### src/rtl/spi_seq_pkg.sv
package spi_seq_pkg;

  typedef struct packed {
    logic        cpol;
    logic        cpha;
    logic        fullcyc;
    logic        rsvd;
    logic [3:0]  lead;
    logic [3:0]  trail;
    logic [3:0]  idle;
    logic [15:0] clkdiv;
  } cfg_t;

  typedef struct packed {
    logic [17:0] pad_hi;
    logic [1:0]  dir;
    logic [1:0]  speed;
    logic        hold;
    logic        pad_lo;
    logic [7:0]  len;
  } cmd_t;

  localparam logic [1:0] DIR_DUPLEX = 2'b11;

  typedef enum logic [2:0] {
    S_IDLE, S_LEAD, S_LOAD, S_SHIFT, S_TRAIL, S_GAP, S_HOLD
  } seq_st_e;

endpackage

### src/rtl/spi_cfg_bank.sv
module spi_cfg_bank
  import spi_seq_pkg::*;
#(
  parameter int NUM_CS = 4,
  parameter int CSW    = 2
) (
  input  logic           clk,
  input  logic           rst_n,
  input  logic           clr,
  input  logic           csid_wr,
  input  logic [31:0]    csid_wdata,
  input  logic           cfg_wr,
  input  logic [31:0]    cfg_wdata,
  output logic [CSW-1:0] csid_q,
  output logic [31:0]    cfg_rdata,
  output cfg_t           sel_cfg,
  output logic           err_csid
);

  logic [31:0] cfg_r [NUM_CS];

  for (genvar i = 0; i < NUM_CS; i++) begin : g_cs
    always_ff @(posedge clk or negedge rst_n) begin
      if (!rst_n)                              cfg_r[i] <= '0;
      else if (clr)                            cfg_r[i] <= '0;
      else if (cfg_wr && csid_q == CSW'(i))    cfg_r[i] <= cfg_wdata;
    end
  end

  always_ff @(posedge clk or negedge rst_n) begin
    if (!rst_n) begin
      csid_q   <= '0;
      err_csid <= 1'b0;
    end else if (clr) begin
      csid_q   <= '0;
      err_csid <= 1'b0;
    end else if (csid_wr) begin
      if (csid_wdata < 32'(NUM_CS)) csid_q   <= csid_wdata[CSW-1:0];
      else                          err_csid <= 1'b1;
    end
  end

  assign cfg_rdata = cfg_r[csid_q];
  assign sel_cfg   = cfg_t'(cfg_r[csid_q]);


  csid_range_chk: assert property (@(posedge clk) disable iff (!rst_n)
    32'(csid_q) < 32'(NUM_CS));


  csid_bad_keep_chk: assert property (@(posedge clk) disable iff (!rst_n)
    (csid_wr && !clr && csid_wdata >= 32'(NUM_CS)) |=> ($stable(csid_q) && err_csid));

endmodule

### src/rtl/spi_cmd_check.sv
module spi_cmd_check
  import spi_seq_pkg::*;
(
  input  logic        clk,
  input  logic        rst_n,
  input  logic        clr,
  input  logic        cmd_valid,
  input  logic [31:0] cmd_word,
  input  logic        ctrl_en,
  input  logic        ready,
  output logic        accept,
  output logic [7:0]  len,
  output logic        hold,
  output logic        err_busy,
  output logic        err_inval
);

  cmd_t cmd;
  logic legal;
  logic live;
  logic unused_cmd;

  assign cmd        = cmd_t'(cmd_word);
  assign legal      = (cmd.speed == 2'b00) && (cmd.dir == DIR_DUPLEX);
  assign live       = cmd_valid && ctrl_en && !clr;
  assign accept     = live && ready && legal;
  assign len        = cmd.len;
  assign hold       = cmd.hold;
  assign unused_cmd = ^{cmd.pad_hi, cmd.pad_lo};

  always_ff @(posedge clk or negedge rst_n) begin
    if (!rst_n) begin
      err_busy  <= 1'b0;
      err_inval <= 1'b0;
    end else if (clr) begin
      err_busy  <= 1'b0;
      err_inval <= 1'b0;
    end else begin
      if (live && !ready)          err_busy  <= 1'b1;
      if (live && ready && !legal) err_inval <= 1'b1;
    end
  end

endmodule

### src/rtl/spi_shift_engine.sv
module spi_shift_engine
  import spi_seq_pkg::*;
#(
  parameter int NUM_CS = 4,
  parameter int CSW    = 2
) (
  input  logic              clk,
  input  logic              rst_n,
  input  logic              clr,
  input  logic              start,
  input  logic [7:0]        start_len,
  input  logic              start_hold,
  input  logic [CSW-1:0]    start_cs,
  input  cfg_t              start_cfg,
  output logic              ready,
  output logic              tx_stall,
  output logic              rx_stall,
  input  logic              tx_valid,
  input  logic [7:0]        tx_data,
  output logic              tx_ready,
  output logic              rx_valid,
  output logic [7:0]        rx_data,
  input  logic              rx_ready,
  output logic              sclk,
  output logic              mosi,
  input  logic              miso,
  output logic [NUM_CS-1:0] csn
);

  seq_st_e        st;
  cfg_t           cfg_q;
  logic [CSW-1:0] cs_q;
  logic [7:0]     left_q;
  logic           hold_q;
  logic [15:0]    hp_cnt;
  logic [3:0]     half_q;
  logic [7:0]     txb_q, rxb_q;
  logic           sclk_q, mosi_q, cs_act;
  logic           tick, timed;
  logic           unused_cfg;

  assign timed      = (st == S_LEAD) || (st == S_SHIFT) || (st == S_TRAIL) || (st == S_GAP);
  assign tick       = timed && (hp_cnt == cfg_q.clkdiv);
  assign ready      = (st == S_IDLE) || (st == S_HOLD);
  assign tx_ready   = (st == S_LOAD) && !rx_valid;
  assign tx_stall   = (st == S_LOAD) && !rx_valid && !tx_valid;
  assign rx_stall   = (st == S_LOAD) && rx_valid;
  assign sclk       = sclk_q;
  assign mosi       = mosi_q;
  assign unused_cfg = ^{cfg_q.fullcyc, cfg_q.rsvd};

  for (genvar i = 0; i < NUM_CS; i++) begin : g_csn
    assign csn[i] = !(cs_act && cs_q == CSW'(i));
  end

  always_ff @(posedge clk or negedge rst_n) begin
    if (!rst_n)      hp_cnt <= '0;
    else if (clr)    hp_cnt <= '0;
    else if (!timed) hp_cnt <= '0;
    else if (tick)   hp_cnt <= '0;
    else             hp_cnt <= hp_cnt + 16'd1;
  end

  always_ff @(posedge clk or negedge rst_n) begin
    if (!rst_n) begin
      st <= S_IDLE; cfg_q <= '0; cs_q <= '0; left_q <= '0; hold_q <= 1'b0;
      half_q <= '0; txb_q <= '0; rxb_q <= '0; sclk_q <= 1'b0; mosi_q <= 1'b0;
      cs_act <= 1'b0; rx_valid <= 1'b0; rx_data <= '0;
    end else if (clr) begin
      st <= S_IDLE; cfg_q <= '0; cs_q <= '0; left_q <= '0; hold_q <= 1'b0;
      half_q <= '0; txb_q <= '0; rxb_q <= '0; sclk_q <= 1'b0; mosi_q <= 1'b0;
      cs_act <= 1'b0; rx_valid <= 1'b0; rx_data <= '0;
    end else begin
      if (rx_valid && rx_ready) rx_valid <= 1'b0;
      unique case (st)
        S_IDLE: if (start) begin
          cfg_q  <= start_cfg;
          cs_q   <= start_cs;
          sclk_q <= start_cfg.cpol;
          cs_act <= 1'b1;
          left_q <= start_len;
          hold_q <= start_hold;
          half_q <= '0;
          st     <= S_LEAD;
        end
        S_HOLD: if (start) begin
          left_q <= start_len;
          hold_q <= start_hold;
          st     <= S_LOAD;
        end
        S_LEAD: if (tick) begin
          if (half_q == cfg_q.lead) begin
            half_q <= '0;
            st     <= S_LOAD;
          end else half_q <= half_q + 4'd1;
        end
        S_LOAD: if (tx_ready && tx_valid) begin
          txb_q  <= tx_data;
          if (!cfg_q.cpha) mosi_q <= tx_data[7];
          half_q <= '0;
          st     <= S_SHIFT;
        end
        S_SHIFT: if (tick) begin
          sclk_q <= ~sclk_q;
          if (half_q[0] == cfg_q.cpha)  rxb_q  <= {rxb_q[6:0], miso};
          else if (cfg_q.cpha)          mosi_q <= txb_q[3'd7 - half_q[3:1]];
          else if (half_q != 4'd15)     mosi_q <= txb_q[3'd6 - half_q[3:1]];
          if (half_q == 4'd15) begin
            rx_valid <= 1'b1;
            rx_data  <= cfg_q.cpha ? {rxb_q[6:0], miso} : rxb_q;
            half_q   <= '0;
            if (left_q == 8'd0) st <= hold_q ? S_HOLD : S_TRAIL;
            else begin
              left_q <= left_q - 8'd1;
              st     <= S_LOAD;
            end
          end else half_q <= half_q + 4'd1;
        end
        S_TRAIL: if (tick) begin
          if (half_q == cfg_q.trail) begin
            half_q <= '0;
            cs_act <= 1'b0;
            st     <= S_GAP;
          end else half_q <= half_q + 4'd1;
        end
        S_GAP: if (tick) begin
          if (half_q == cfg_q.idle) begin
            half_q <= '0;
            st     <= S_IDLE;
          end else half_q <= half_q + 4'd1;
        end
        default: st <= S_IDLE;
      endcase
    end
  end


  one_cs_chk: assert property (@(posedge clk) disable iff (!rst_n)
    $countones(~csn) <= 1);


  rx_hold_chk: assert property (@(posedge clk) disable iff (!rst_n || clr)
    (rx_valid && !rx_ready) |=> (rx_valid && $stable(rx_data)));


  stall_freeze_chk: assert property (@(posedge clk) disable iff (!rst_n || clr)
    (tx_stall || rx_stall) |=> $stable(sclk));


  busy_after_start_chk: assert property (@(posedge clk) disable iff (!rst_n || clr)
    start |=> !ready);

endmodule

### src/rtl/spi_seg_seq.sv
module spi_seg_seq
  import spi_seq_pkg::*;
#(
  parameter int NUM_CS = 4,
  localparam int CSW   = (NUM_CS > 1) ? $clog2(NUM_CS) : 1
) (
  input  logic              clk,
  input  logic              rst_n,
  input  logic              ctrl_en,
  input  logic              sw_rst,
  output logic              fifo_flush,
  input  logic              csid_wr,
  input  logic [31:0]       csid_wdata,
  output logic [CSW-1:0]    csid,
  input  logic              cfg_wr,
  input  logic [31:0]       cfg_wdata,
  output logic [31:0]       cfg_rdata,
  input  logic              cmd_valid,
  input  logic [31:0]       cmd_word,
  output logic              ready,
  output logic              active,
  output logic              tx_stall,
  output logic              rx_stall,
  output logic              err_cmd_busy,
  output logic              err_cmd_inval,
  output logic              err_csid,
  input  logic              tx_valid,
  input  logic [7:0]        tx_data,
  output logic              tx_ready,
  output logic              rx_valid,
  output logic [7:0]        rx_data,
  input  logic              rx_ready,
  output logic              sclk,
  output logic              mosi,
  input  logic              miso,
  output logic [NUM_CS-1:0] csn
);

  cfg_t       sel_cfg;
  logic       accept;
  logic [7:0] cmd_len;
  logic       cmd_hold;
  logic       flush_q;

  always_ff @(posedge clk or negedge rst_n) begin
    if (!rst_n) flush_q <= 1'b0;
    else        flush_q <= sw_rst;
  end
  assign fifo_flush = flush_q;
  assign active     = !ready;

  spi_cfg_bank #(.NUM_CS(NUM_CS), .CSW(CSW)) u_bank (
    .clk, .rst_n, .clr(sw_rst),
    .csid_wr, .csid_wdata, .cfg_wr, .cfg_wdata,
    .csid_q(csid), .cfg_rdata, .sel_cfg, .err_csid
  );

  spi_cmd_check u_check (
    .clk, .rst_n, .clr(sw_rst),
    .cmd_valid, .cmd_word, .ctrl_en, .ready,
    .accept, .len(cmd_len), .hold(cmd_hold),
    .err_busy(err_cmd_busy), .err_inval(err_cmd_inval)
  );

  spi_shift_engine #(.NUM_CS(NUM_CS), .CSW(CSW)) u_eng (
    .clk, .rst_n, .clr(sw_rst),
    .start(accept), .start_len(cmd_len), .start_hold(cmd_hold),
    .start_cs(csid), .start_cfg(sel_cfg),
    .ready, .tx_stall, .rx_stall,
    .tx_valid, .tx_data, .tx_ready,
    .rx_valid, .rx_data, .rx_ready,
    .sclk, .mosi, .miso, .csn
  );


  sw_rst_release_chk: assert property (@(posedge clk) disable iff (!rst_n)
    sw_rst |=> (&csn && ready && fifo_flush));

endmodule

### config.mk
export PLATFORM = sky130hd
export DESIGN_NAME = spi_seg_seq
export DESIGN_NICKNAME = d
export VERILOG_FILES = /design/src/rtl/spi_seq_pkg.sv /design/src/rtl/spi_cfg_bank.sv /design/src/rtl/spi_cmd_check.sv /design/src/rtl/spi_shift_engine.sv /design/src/rtl/spi_seg_seq.sv
export SDC_FILE = /design/constraint.sdc
export NUM_CORES = 1
export LEC_CHECK = 0
export BUFFER_PORTS_ARGS = -buffer_cell sky130_fd_sc_hd__buf_4
export CAP_MARGIN = 40
export CORE_MARGIN = 4
export CORE_UTILIZATION = 35
export CTS_CLUSTER_SIZE = 10
export DETAILED_ROUTE_END_ITERATION = 12
export HOLD_SLACK_MARGIN = 0.1
export PLACE_DENSITY_LB_ADDON = 0.2
export SLEW_MARGIN = 20
export SYNTH_ARGS = -nofsm -noshare
export SYNTH_HDL_FRONTEND = slang
export SYNTH_SLANG_ARGS = --single-unit
### constraint.sdc
create_clock -name clk -period 2.1 [get_ports clk]
set_clock_uncertainty 0.05 [all_clocks]
set_input_delay 0.42 -clock clk [delete_from_list [all_inputs] [get_ports clk]]
set_output_delay 0.42 -clock clk [all_outputs]
set_load 0.01 [all_outputs]
==> impl_metrics.tcl <==
set metrics [dict create \
    groute.usage.overall_pct 18.8 \
    route.vias.total 9704 \
    timing.critical_path.slowest_stage_cell "mux4_2" \
    synthesis.area_um2 11200 \
    comb_power_share_pct 28.0 \
    hold_class "in2reg" \
    grtUsageMet3_pct 2.92 \
    die_y_um 187 \
    synthCells 1173 \
    final_critical_path_setup_slack_ps -323 \
    worstPathMaxFanout 5 \
    routed_via_density 5.09 \
    clock-root-buffer "clkbuf_16" \
    power.ir.vdd_worst_v 0.000611 \
    synth_fp_nets 1293 \
    synth-seq-area-share_pct 50.4 \
    count_of_port_buffers_added_during_placement 152 \
    place.gp.congestion 0.805 \
    n_antenna_cell 0 \
    worst_case_hold_slack_ps 127 \
    final.setup.tns_ps -11940 \
    initial_core_util_pct 35.4 \
    clock_tree_from_tritoncts "yes" \
    power.clock.fraction_pct 35.3 \
    fmaxAchievable_ghz 0.413 \
    route.antenna.remaining_nets 0 \
    least_margin_pin_slew_ps 623 \
    top_usage_layer "met2" \
    postLayoutCoreUtil_pct 50.7 \
    final_common_cell "nand2_1" \
    finalNetCount 1615 \
    fin_crit_sh_pct 115 \
    layout.cells.most_common_list "340 x nand2_1, 250 x buf_4, 219 x dfrtp_1" \
    critical_path.cell_chain "buf_4 -> buf_6 -> buf_16 -> mux4_2 -> buf_6" \
    grt_remaining_overflow 0 \
    synth_flop_cell "dfrtp_1" \
    clock_latency_ps 570 \
    grt_max_degree 121 \
    crit_top_cell "buf_6" \
    worst_r2r_path_depth 9 \
    critical_path_class "reg2out" \
    max-clock-path-buffers 3 \
    first_global_vias 9805 \
    yosys_register_bits 225 \
    power.density_cell_area_nw_per_um2 795 \
    setup_viol 61 \
    wl_mm 33.9 \
    core_area_um2 31600 \
    slowest_delay_ps 460 \
    routedWlPerCell_um 17.8 \
    layout_min_cycle_time_ps 2420 \
    number_of_failing_hold_endpoints_at_the_final_stage 0 \
    post_synthesis_mean_instance_area_um2 9.52 \
    drtPass1Iterations 5 \
    dieArea_um2 34800 \
    status "finished, violations left" \
    grt_pass1_wl_mm 54.4 \
    cap_violations 0 \
    total_power_uw 12700 \
    cp-end-kind "output pin" \
    timing.critical_path.arrival_ps 1950 \
    hpwlAfterDp_mm 21.4 \
    cp.required_ps 1630 \
    power.net_switching_uw 3810 \
    drc_violation_count_after_routing 0 \
    nFillCells 2963 \
    yosys_warnings 0 \
    violated_checks "setup timing" \
    synth_enable_flop_cells 0 \
    drt-initial-drc-count 483 \
    initial_antenna_violation_count 1 \
    die_width_um 187 \
    htree_num_levels 1 \
    tritoncts.num_buffers 28 \
    unrepaired_setup_endpoints_after_global_routing "yes" \
    pwr-share-seq_pct 36.7 \
    final-seq-area_um2 5640 \
    netSwitchingFraction_pct 30.0 \
    power_leakage_uw 0.00699 \
    io_pins 172 \
    multi_input_comb_area_um2 5600 \
    num_rows 65 \
    clkSlewWorstSetupHoldPaths_ps 60 \
    ys_types 66 \
    timing.slew.headroom_pct 58.5 \
    placement.setup.worst_slack_ps -235 \
    share_of_final_layout_standard_cells_stronger_than_drive_strength_1_pct 32.3 \
    worst_setup_path_start_kind "flop" \
    grt.met1_usage_pct 26.0 \
    numClockSinks 225 \
    flow.area_growth_from_synthesis_pct 43.4 \
    globalRouteMet2Util_pct 31.9 \
    timing_max_transition_violations_final 0 \
    min_delay_path_depth 3 \
    asyncSetResetFlopFracSynth_pct 100 \
    power.internal_uw 8910 \
]
logic make-up after synthesis:
logic type               share of synthesized area [%]
AND/OR/NAND/NOR                                   19.6
AO/OA/AOI/OAI                                     11.8
multiplexers                                      10.3
buffers and inverters                             3.45
adder cells (fa/ha/maj)                          0.672
flip-flops                                        50.4
XOR/XNOR                                          3.76
through the flow:
stage	std cells	cell area [µm²]
2_1_floorplan	1173	11200
3_3_place_gp	1752	13500
6_report	1908	16000
3_5_place_dp	1752	13500
4_1_cts	1890	15700
5_1_grt	1908	16000
power groups by stage:
stage | clock [µW] | combinational (µW) | sequential [µW]
after global routing | 4770 | 3830 | 4690
after detailed placement | 0 | 2540 | 4760
after floorplan | 0 | 1360 | 4730
after global placement | 0 | 2530 | 4750
after CTS | 4590 | 3170 | 4670
final | 4490 | 3560 | 4670
path summary, 6_finish.rpt:
path	from	slack [ps]	to
max	u_bank.csid_q[0]$_DFFE_PN0P_	-320	cfg_rdata[13]
min	miso	130	u_eng.rxb_q[0]$_DFFE_PN0P_
max reg2reg	u_eng.cfg_q[5]$_DFFE_PN0P_	-190	u_eng.rxb_q[0]$_DFFE_PN0P_
min reg2reg	u_check.err_inval$_DFFE_PN0P_	440	u_check.err_inval$_DFFE_PN0P_
max in group asynchronous	rst_n	910	u_eng.half_q[1]$_DFFE_PN0P_
min in group asynchronous	rst_n	330	u_eng.cfg_q[12]$_DFFE_PN0P_
state kept, by name, summed over array words and instances (netlist names):
register / flops
u_bank.csid_q: 2
u_eng.cs_q: 2
u_eng.st: 3
u_eng.cfg_q: 29
u_eng.hp_cnt: 16
u_eng.txb_q: 8
u_eng.rxb_q: 8
u_check.err_busy: 1
u_eng.rx_valid: 1
u_eng.mosi: 1
u_bank.cfg_r: 128
u_check.err_inval: 1
u_eng.cs_act: 1
u_bank.err_csid: 1
u_eng.left_q: 8
u_eng.hold_q: 1
u_eng.half_q: 4
u_eng.sclk: 1
fifo_flush: 1
u_eng.rx_data: 8
cells in the mapped netlist (6+ instances only):
cell type	instances	area share [%]
mux2i_1	20	1.8
clkbuf_1	66	2.2
ha_1	6	0.67
o21ai_0	42	1.9
nor3_1	18	0.81
nor4_1	14	0.78
inv_1	10	0.34
mux2_2	12	1.2
nand3b_1	9	0.60
a22o_1	8	0.63
dfrtp_1	225	50
nand4_1	8	0.45
xor2_1	25	2.0
nand3_1	15	0.67
nor2_1	56	1.9
xnor2_1	23	1.8
and3_1	7	0.39
mux4_2	36	7.3
a21oi_1	142	6.4
nand2_1	341	11
timing repair:
item / in CTS / in global routing
resized for setup: 104 / 45
pin swaps: 26 / 25
cloned: 5 / 0
setup buffers: 48 / 23
setup endpoints to repair: 71 / 86
hold buffers: 46 / 0
endpoints found under the hold margin: 203 / 0
layout make-up:
class,instances,share of cell area [%]
tap,402,3.14
clock buffer,36,4.69
timing repair buffer,374,21.2
inverter,10,0.234
sequential,225,35.2
clock inverter,5,0.492
multi-input combinational,856,35.0
routing by layer:
| metal | wire length (µm) | vias up |
|---|---|---|
| li1 | - | 4671 |
| met2 | 16800 | 211 |
| met4 | 555 | 2 |
| met1 | 15100 | 4778 |
| met3 | 1490 | 42 |
| met5 | 7 | - |
critical path, delay by kind of cell, from the launching register on:
family	cells	cell delay, ps
buf+inv	4	540
flops	1	430
mux	1	460
Power figures use the tool's default switching activity.
